### src/rtl/mdio_mgmt_engine.sv
module mdio_mgmt_engine #(
  parameter int PRE_BITS = 32
) (
  input  logic        clk,
  input  logic        rst_n,
  input  logic        port_en,
  input  logic [1:0]  clk_sel,
  input  logic        reg_wr,
  input  logic [31:0] reg_wdata,
  output logic [31:0] reg_rdata,
  output logic        idle,
  output logic        mdc,
  output logic        mdio_out,
  output logic        mdio_oe,
  input  logic        mdio_in
);
  localparam int FRAME_BITS = PRE_BITS + 32;
  localparam int BW = $clog2(FRAME_BITS);

  logic          busy;
  logic [31:0]   mreg;
  logic [BW-1:0] bit_idx;
  logic [5:0]    ph;
  logic [1:0]    dsel;

  wire [6:0] div_n   = 7'd8 << dsel;
  wire [6:0] half_n  = div_n >> 1;
  wire       run     = busy & port_en;
  wire       bit_end = ({1'b0, ph} == div_n - 7'd1);
  wire       rise    = ({1'b0, ph} == half_n - 7'd1);
  wire       in_pre  = bit_idx < BW'(PRE_BITS);
  wire [4:0] fpos    = 5'(bit_idx - BW'(PRE_BITS));
  wire [4:0] widx    = ~fpos;
  wire       rd_op   = (mreg[29:28] == 2'b10);
  wire       released = rd_op & ~in_pre & (fpos >= 5'd15);

  assign mdc       = run & ({1'b0, ph} >= half_n);
  assign mdio_oe   = run & ~released;
  assign mdio_out  = mdio_oe & (in_pre | mreg[widx]);
  assign idle      = ~busy;
  assign reg_rdata = mreg;

  always_ff @(posedge clk or negedge rst_n) begin
    if (!rst_n) begin
      busy    <= 1'b0;
      mreg    <= '0;
      bit_idx <= '0;
      ph      <= '0;
      dsel    <= '0;
    end else if (!busy) begin
      if (reg_wr) begin
        mreg    <= reg_wdata;
        busy    <= 1'b1;
        bit_idx <= '0;
        ph      <= '0;
        dsel    <= clk_sel;
      end
    end else if (port_en) begin
      if (rise && released && fpos >= 5'd16)
        mreg[widx] <= mdio_in;
      if (bit_end) begin
        ph <= '0;
        if (bit_idx == BW'(FRAME_BITS - 1)) busy <= 1'b0;
        else bit_idx <= bit_idx + 1'b1;
      end else begin
        ph <= ph + 6'd1;
      end
    end
  end

  a_r1_quiet_when_idle: assert property (@(posedge clk) disable iff (!rst_n)
    idle |-> (!mdc && !mdio_oe));
  a_r3_frozen: assert property (@(posedge clk) disable iff (!rst_n)
    (!port_en && busy) |=> ($stable(bit_idx) && $stable(ph) && $stable(mreg)));
  a_r4_start: assert property (@(posedge clk) disable iff (!rst_n)
    (idle && reg_wr) |=> (!idle && reg_rdata == $past(reg_wdata)));
  a_r9_ignore_busy: assert property (@(posedge clk) disable iff (!rst_n)
    (!idle && reg_wr) |=> (reg_rdata[31:16] == $past(reg_rdata[31:16])));
  a_r7_write_keeps: assert property (@(posedge clk) disable iff (!rst_n)
    (!idle && !rd_op) |=> $stable(reg_rdata));
  a_r6_release_only_read: assert property (@(posedge clk) disable iff (!rst_n)
    (run && !mdio_oe) |-> rd_op);
  a_r10_div_held: assert property (@(posedge clk) disable iff (!rst_n)
    (busy && !$rose(busy)) |-> $stable(dsel));
endmodule

### config.mk
export PLATFORM = sky130hd
export DESIGN_NAME = mdio_mgmt_engine
export DESIGN_NICKNAME = d
export VERILOG_FILES = /design/src/rtl/mdio_mgmt_engine.sv
export SDC_FILE = /design/constraint.sdc
export NUM_CORES = 1
export LEC_CHECK = 0
export BUFFER_PORTS_ARGS = -buffer_cell sky130_fd_sc_hd__clkbuf_2
export CORE_MARGIN = 2
export CORE_UTILIZATION = 51
export CTS_CLUSTER_DIAMETER = 60
export DETAILED_ROUTE_END_ITERATION = 16
export PLACE_DENSITY = 0.77
export SLEW_MARGIN = 20
export SYNTH_ARGS = -nofsm -noshare
export SYNTH_HDL_FRONTEND = slang
export SYNTH_SLANG_ARGS = --single-unit
### constraint.sdc
create_clock -name clk -period 3.19 [get_ports clk]
set_input_delay 0.1595 -clock clk [delete_from_list [all_inputs] [get_ports clk]]
set_output_delay 0.1595 -clock clk [all_outputs]
set_load 0.05 [all_outputs]
; ---- Word level (Yosys, flattened, before mapping)
; Cells that the tools add are included.
[op_classes]
add_sub_neg = 5
n_lt_le_gt_ge = 6
n_eq_ne = 8
n_shift = 1
n_mux = 22
bitwise = 11
n_reduce_logical = 8
[ops]
columns = op, n
row1 = $mux W32, 4
row2 = $mux W6, 8
row3 = $bwmux W32, 1
row4 = $eq A6 B7 Y1, 2
row5 = $add A6 B1 Y6 const B, 2
row6 = $mux W1, 7
row7 = $shl A4 B2 Y7 const A, 1
row8 = $sub A6 B1 Y7 const B, 1
row9 = $sub A7 B1 Y7 const B, 1
row10 = $and A1 B1 Y1, 6
row11 = $eq A6 B6 Y1 const B, 1
row12 = $ge A6 B6 Y1, 1
row13 = $lt A5 B6 Y1 const B, 1
row14 = $lt A6 B6 Y1 const B, 1
row15 = $bmux W1 S5, 1
row16 = $demux W1 S5, 1
row17 = $ge A5 B1 Y1 const B, 1
row18 = $ge A5 B4 Y1 const B, 1
row19 = $ge A5 B5 Y1 const B, 1
row20 = $not A5 Y5, 1
row21 = $sub A5 B1 Y5 const B, 1
row22 = $ne A2 B1 Y1 const B, 2
row23 = $ne A2 B2 Y1 const B, 2
row24 = $reduce_and A2 Y1, 2
row25 = other kinds (7), 11
[totals]
register_bits = 47
inputBits = 39
output_inout_bits = 36
word_cells = 66

; ---- Logic depth before layout (Yosys ltp)
[logic_depth]
word_depth = 10
mapped_depth = 10
depth_no_buf = 8

; ---- Worst setup path before layout
; No wires, ideal clock.
[synth_timing]
kind = reg2out
start = reg bit_idx[2]
end = out mdio_out
arrival_time_ns = 2.482
t_required_ns = 3.030
slack_ns = 0.548
stages_incl_launch_ff = 9
n_path_buf = 2
path_cell_list = dfrtp_1 buf_2 clkbuf_1 and3_1 ha_1 nor2_1 a211oi_1 nor2_1 o31a_1
[synth_between]
elab_chain_cells = 7
word_cells_on_any_way = 13
classes_between = add/sub (1) / order compare (2) / mux (2) / bitwise (8)
[synth_rtl]
columns = element, line_no
row1 = "start, declared", 22  ; logic [BW-1:0] bit_idx;
row2 = "start signal, assigned", 64  ; else bit_idx <= bit_idx + 1'b1;
row3 = branches (longest 3 deep; another with $sub A5 B1 Y5), n/a
row4 = $and A1 B1 Y1 *, 35  ; wire released = rd_op & ~in_pre & (fpos >= 5'd15);
row5 = $not A1 Y1 *, 38  ; assign mdio_oe = run & ~released;
row6 = $and A1 B1 Y1 *, 38
row7 = via mdio_oe, 14  ; output logic mdio_oe,
row8 = $and A1 B1 Y1 *, 39  ; assign mdio_out = mdio_oe & (in_pre | mreg[widx]);
row9 = "end, declared", 13  ; output logic mdio_out,
; Mark *: on every way through the listed nets, which the timed path passes. The select of a mux whose other input is x is not followed.

; ---- Worst setup path in the final report
[layout_timing]
start = reg dsel[1]
end = reg mreg[8] (netlist: reg_rdata[8])
[layout_between]
elab_chain_cells = 7
[layout_rtl]
columns = element, line_no
row1 = "start, declared", 24  ; logic [1:0] dsel;
row2 = "start signal, assigned", 56  ; dsel <= clk_sel;
row3 = $shl A4 B2 Y7, 26  ; wire [6:0] div_n = 7'd8 << dsel;
row4 = $sub A6 B1 Y7, 30  ; wire rise = ({1'b0, ph} == half_n - 7'd1);
row5 = $eq A6 B7 Y1, 30
row6 = $logic_and A1 B1 Y1 (2 in a row), 59  ; if (rise && released && fpos >= 5'd16)
row7 = $ne A2 B1 Y1 (no line), n/a
row8 = $reduce_and A3 Y1 (no line), n/a
row9 = "end signal, assigned", 52  ; mreg <= reg_wdata;
row10 = "end signal, assigned by index", 60  ; mreg[widx] <= mdio_in;
row11 = "end, declared", 21  ; logic [31:0] mreg;
; Every way passes these cells.
; A chain may end at the register's enable or synchronous reset.

==> results.sh <==
export IMPL_crit_path_end_kind="flop"
export IMPL_die_area_um2=6370
export IMPL_synth_edf_count=0
export IMPL_most_common_layout_cells="97 x nand2_1, 74 x clkbuf_2, 47 x dfrtp_1"
export IMPL_cts_hold_buffers_added=1
export IMPL_placeable_area_um2=5540
export IMPL_row_cnt=27
export IMPL_final_core_utilization_pct=62.0
export IMPL_critical_path_startpoint_type="flop"
export IMPL_vdd_ir_drop_max_mv=0.326
export IMPL_slew_violations=0
export IMPL_critical_path_arrival_ns=2.88
export IMPL_numCtsBuffers=5
export IMPL_post_route_cells_drive_above_1_share_pct=24.1
export IMPL_overflow=0
export IMPL_max_cap_violations=0
export IMPL_final_nets=461
export IMPL_hold_viol_final=0
export IMPL_drc=0
export IMPL_average_cell_area_after_synthesis_um2=8.47
export IMPL_ys_seq_elements=47
export IMPL_synth_cell_type_count=50
export IMPL_num_vias=2727
export IMPL_crit_path_max_fanout=33
export IMPL_tightestPinTransition_ns=0.726
export IMPL_synth_area_leaders="dfrtp_1 40%, nand2_1 12%, a21oi_1 6.3%"
export IMPL_fmaxAchievable_mhz=376
export IMPL_post_cts_setup_buffer_count=0
export IMPL_setup_total_negative_slack_ns=0
export IMPL_post_synth_top_area_cell="dfrtp_1"
export IMPL_first_global_vias=2586
export IMPL_grt_antenna_before_repair=0
export IMPL_port_buffers=74
export IMPL_place_congestion=0.873
export IMPL_start_util_pct=52.9
export IMPL_grt_pass1_wl_um=12300
export IMPL_post_cts_resized=0
export IMPL_synthFlopType="dfrtp_1"
export IMPL_clock_tree_root_cell="clkbuf_8"
export IMPL_cts_max_path_buffers=2
export IMPL_timing_final_crit_period_ns=2.66
export IMPL_largest_net_degree_at_the_start_of_global_routing=39
export IMPL_io_pin_count=75
export IMPL_mostFrequentLayoutCell="nand2_1"
export IMPL_final_fill_count=506
export IMPL_outcome="complete, no violations"
export IMPL_layout_worst_path_cycle_share_pct=83.4
export IMPL_leakagePower_nw=1.70
export IMPL_die_y_um=79.8
export IMPL_grtUsageTotal_pct=24.7
export IMPL_syn_nets=397
export IMPL_drtIter0Drc=238
export IMPL_rsz_0062_raised_after_global_routing="no"
export IMPL_insertion_delay_ns=0.30
export IMPL_tritoncts_clock_tree="done"
export IMPL_required_ns=3.41
export IMPL_drt_pass1_iter_count=4
export IMPL_final_setup_viol_count=0
export IMPL_area_delta_synth_final_pct=17.1
export IMPL_die_w_um=79.8
export IMPL_clock_sink_count=47
export IMPL_relSlewSlack_pct=51.5
export IMPL_syn_cell_area_um2=2930
export IMPL_crit_type="reg -> reg"
export IMPL_htreeDepth=2
export IMPL_p_per_area_nw_per_um2=570
export IMPL_place_hpwl_um=5290
export IMPL_avgViaCountPerCell=5.66
export IMPL_antenna_cells_inserted=0
export IMPL_final_antenna_net_count=0
export IMPL_async_reset_ff_share_pct=100
export IMPL_synth_sequential_area_ratio_pct=40.1
export IMPL_synth_top_area_share_pct=40.1
export IMPL_clk_transition_reported_paths_ns=0.08
export IMPL_hold_path_class="in -> reg"
export IMPL_synth_yosys_warnings=0
export IMPL_synthesis_instances=346
export IMPL_clock_skew_final_ns=0.0105
export IMPL_finalWirelength_um=7380
export IMPL_routed_wire_length_per_instance_um=15.3
[state kept, by name (all words and copies together), names as in the netlist]
name / cells
reg_rdata: 32
busy: 1
bit_idx: 6
ph: 6
dsel: 2
[cells in the mapped netlist (2+ instances only)]
cell type  number
nor4_1          2
nor3b_1         2
o21ai_0        11
clkbuf_1       12
o22ai_1        15
or4_1           2
inv_1           9
nand3b_1        6
o211ai_1        3
nand2_1        97
nand3_1         9
nor3_1          3
xnor2_1         4
or2_2           5
mux2i_1        10
a21oi_1        37
a211oi_1        2
nand4_1         2
and3b_1         2
ha_1           12
buf_2           8
nor2_1          7
o221ai_1        2
and3_1          2
nand2b_1        4
mux4_2          4
dfrtp_1        47
or3_1           3
o31ai_1         3
[critical path, stage by stage (launching register included)]
cell       delay [ns]
dfrtp_1          0.45
or2_2            0.34
ha_1             0.34
xnor2_1          0.13
a2111oi_0        0.39
a31o_2           0.63
a21oi_1          0.14
a21oi_1          0.16
[kinds of logic (layout without fill, tap and decap cells)]
| logic type | after synthesis | after routing | synth area share (%) |
|---|---|---|---|
| AOI/OAI and AO/OA | 82 | 82 | 16.7 |
| adders and majority gates | 12 | 12 | 5.12 |
| buffers and inverters | 31 | 95 | 4.61 |
| muxes | 16 | 16 | 7.38 |
| and+or+nand+nor | 153 | 153 | 24.6 |
| xor gates and xnor gates | 5 | 5 | 1.49 |
| DFF | 47 | 47 | 40.1 |
[where the power goes]
group          internal, mW  leakage (nW)  total (mW)  switching, mW
Clock                 0.230        0.0513       0.435          0.204
Combinational         0.274          1.05       0.734          0.459
Sequential            0.671         0.604       0.790          0.119
Total                  1.18          1.70        1.96          0.783
[routing by layer]
metal | vias up | GRT usage, % | wire [µm] | share of wire (%)
li1 | 1345 | - | - | -
met2 | 96 | 39.7 | 3540 | 48
met5 | - | 0 | 0 | 0
met1 | 1277 | 34.3 | 3310 | 45
met4 | 0 | 7.80 | 97 | 1.3
met3 | 9 | 3.96 | 429 | 5.8
[metrics by stage]
stage | worst slack, ns | instances | area [µm²] | hold slack (ns) | power [mW]
final | 0.529 | 482 | 3430 | 0.0455 | 1.96
after global routing | 0.320 | 482 | 3430 | 0.0474 | 2.07
after CTS | 0.496 | 482 | 3430 | 0.0410 | 1.96
after detailed placement | 0.528 | 474 | 3320 | 0.197 | 1.53
after global placement | 0.663 | 474 | 3320 | 0.194 | 1.51
after floorplan | 0.548 | 346 | 2930 | -0.136 | 1.35
[layout make-up]
cell class / instances / area [µm²] / share of cell area (%)
Clock inverter: 1 / 30.0 / 0.875
Inverter: 9 / 33.8 / 0.984
Tap cell: 72 / 90.1 / 2.62
Multi-Input combinational cell: 268 / 1620 / 47.2
Timing Repair Buffer: 79 / 410 / 12.0
Clock buffer: 6 / 72.6 / 2.11
Sequential cell: 47 / 1180 / 34.3
[final timing paths]
check	startpoint	cells past startpoint	end	slack, ns
worst max-delay path	dsel[1]	7	reg_rdata[8]	0.53
max in group asynchronous	rst_n	3	reg_rdata[14]	2.04
worst max register to register	dsel[1]	7	reg_rdata[8]	0.53
worst min-delay path	reg_wdata[25]	3	reg_rdata[25]	0.05
worst min register to register	reg_rdata[20]	2	reg_rdata[20]	0.51
min in group asynchronous	rst_n	2	ph[0]	0.39
No activity file was read; power rests on OpenSTA's default activity.
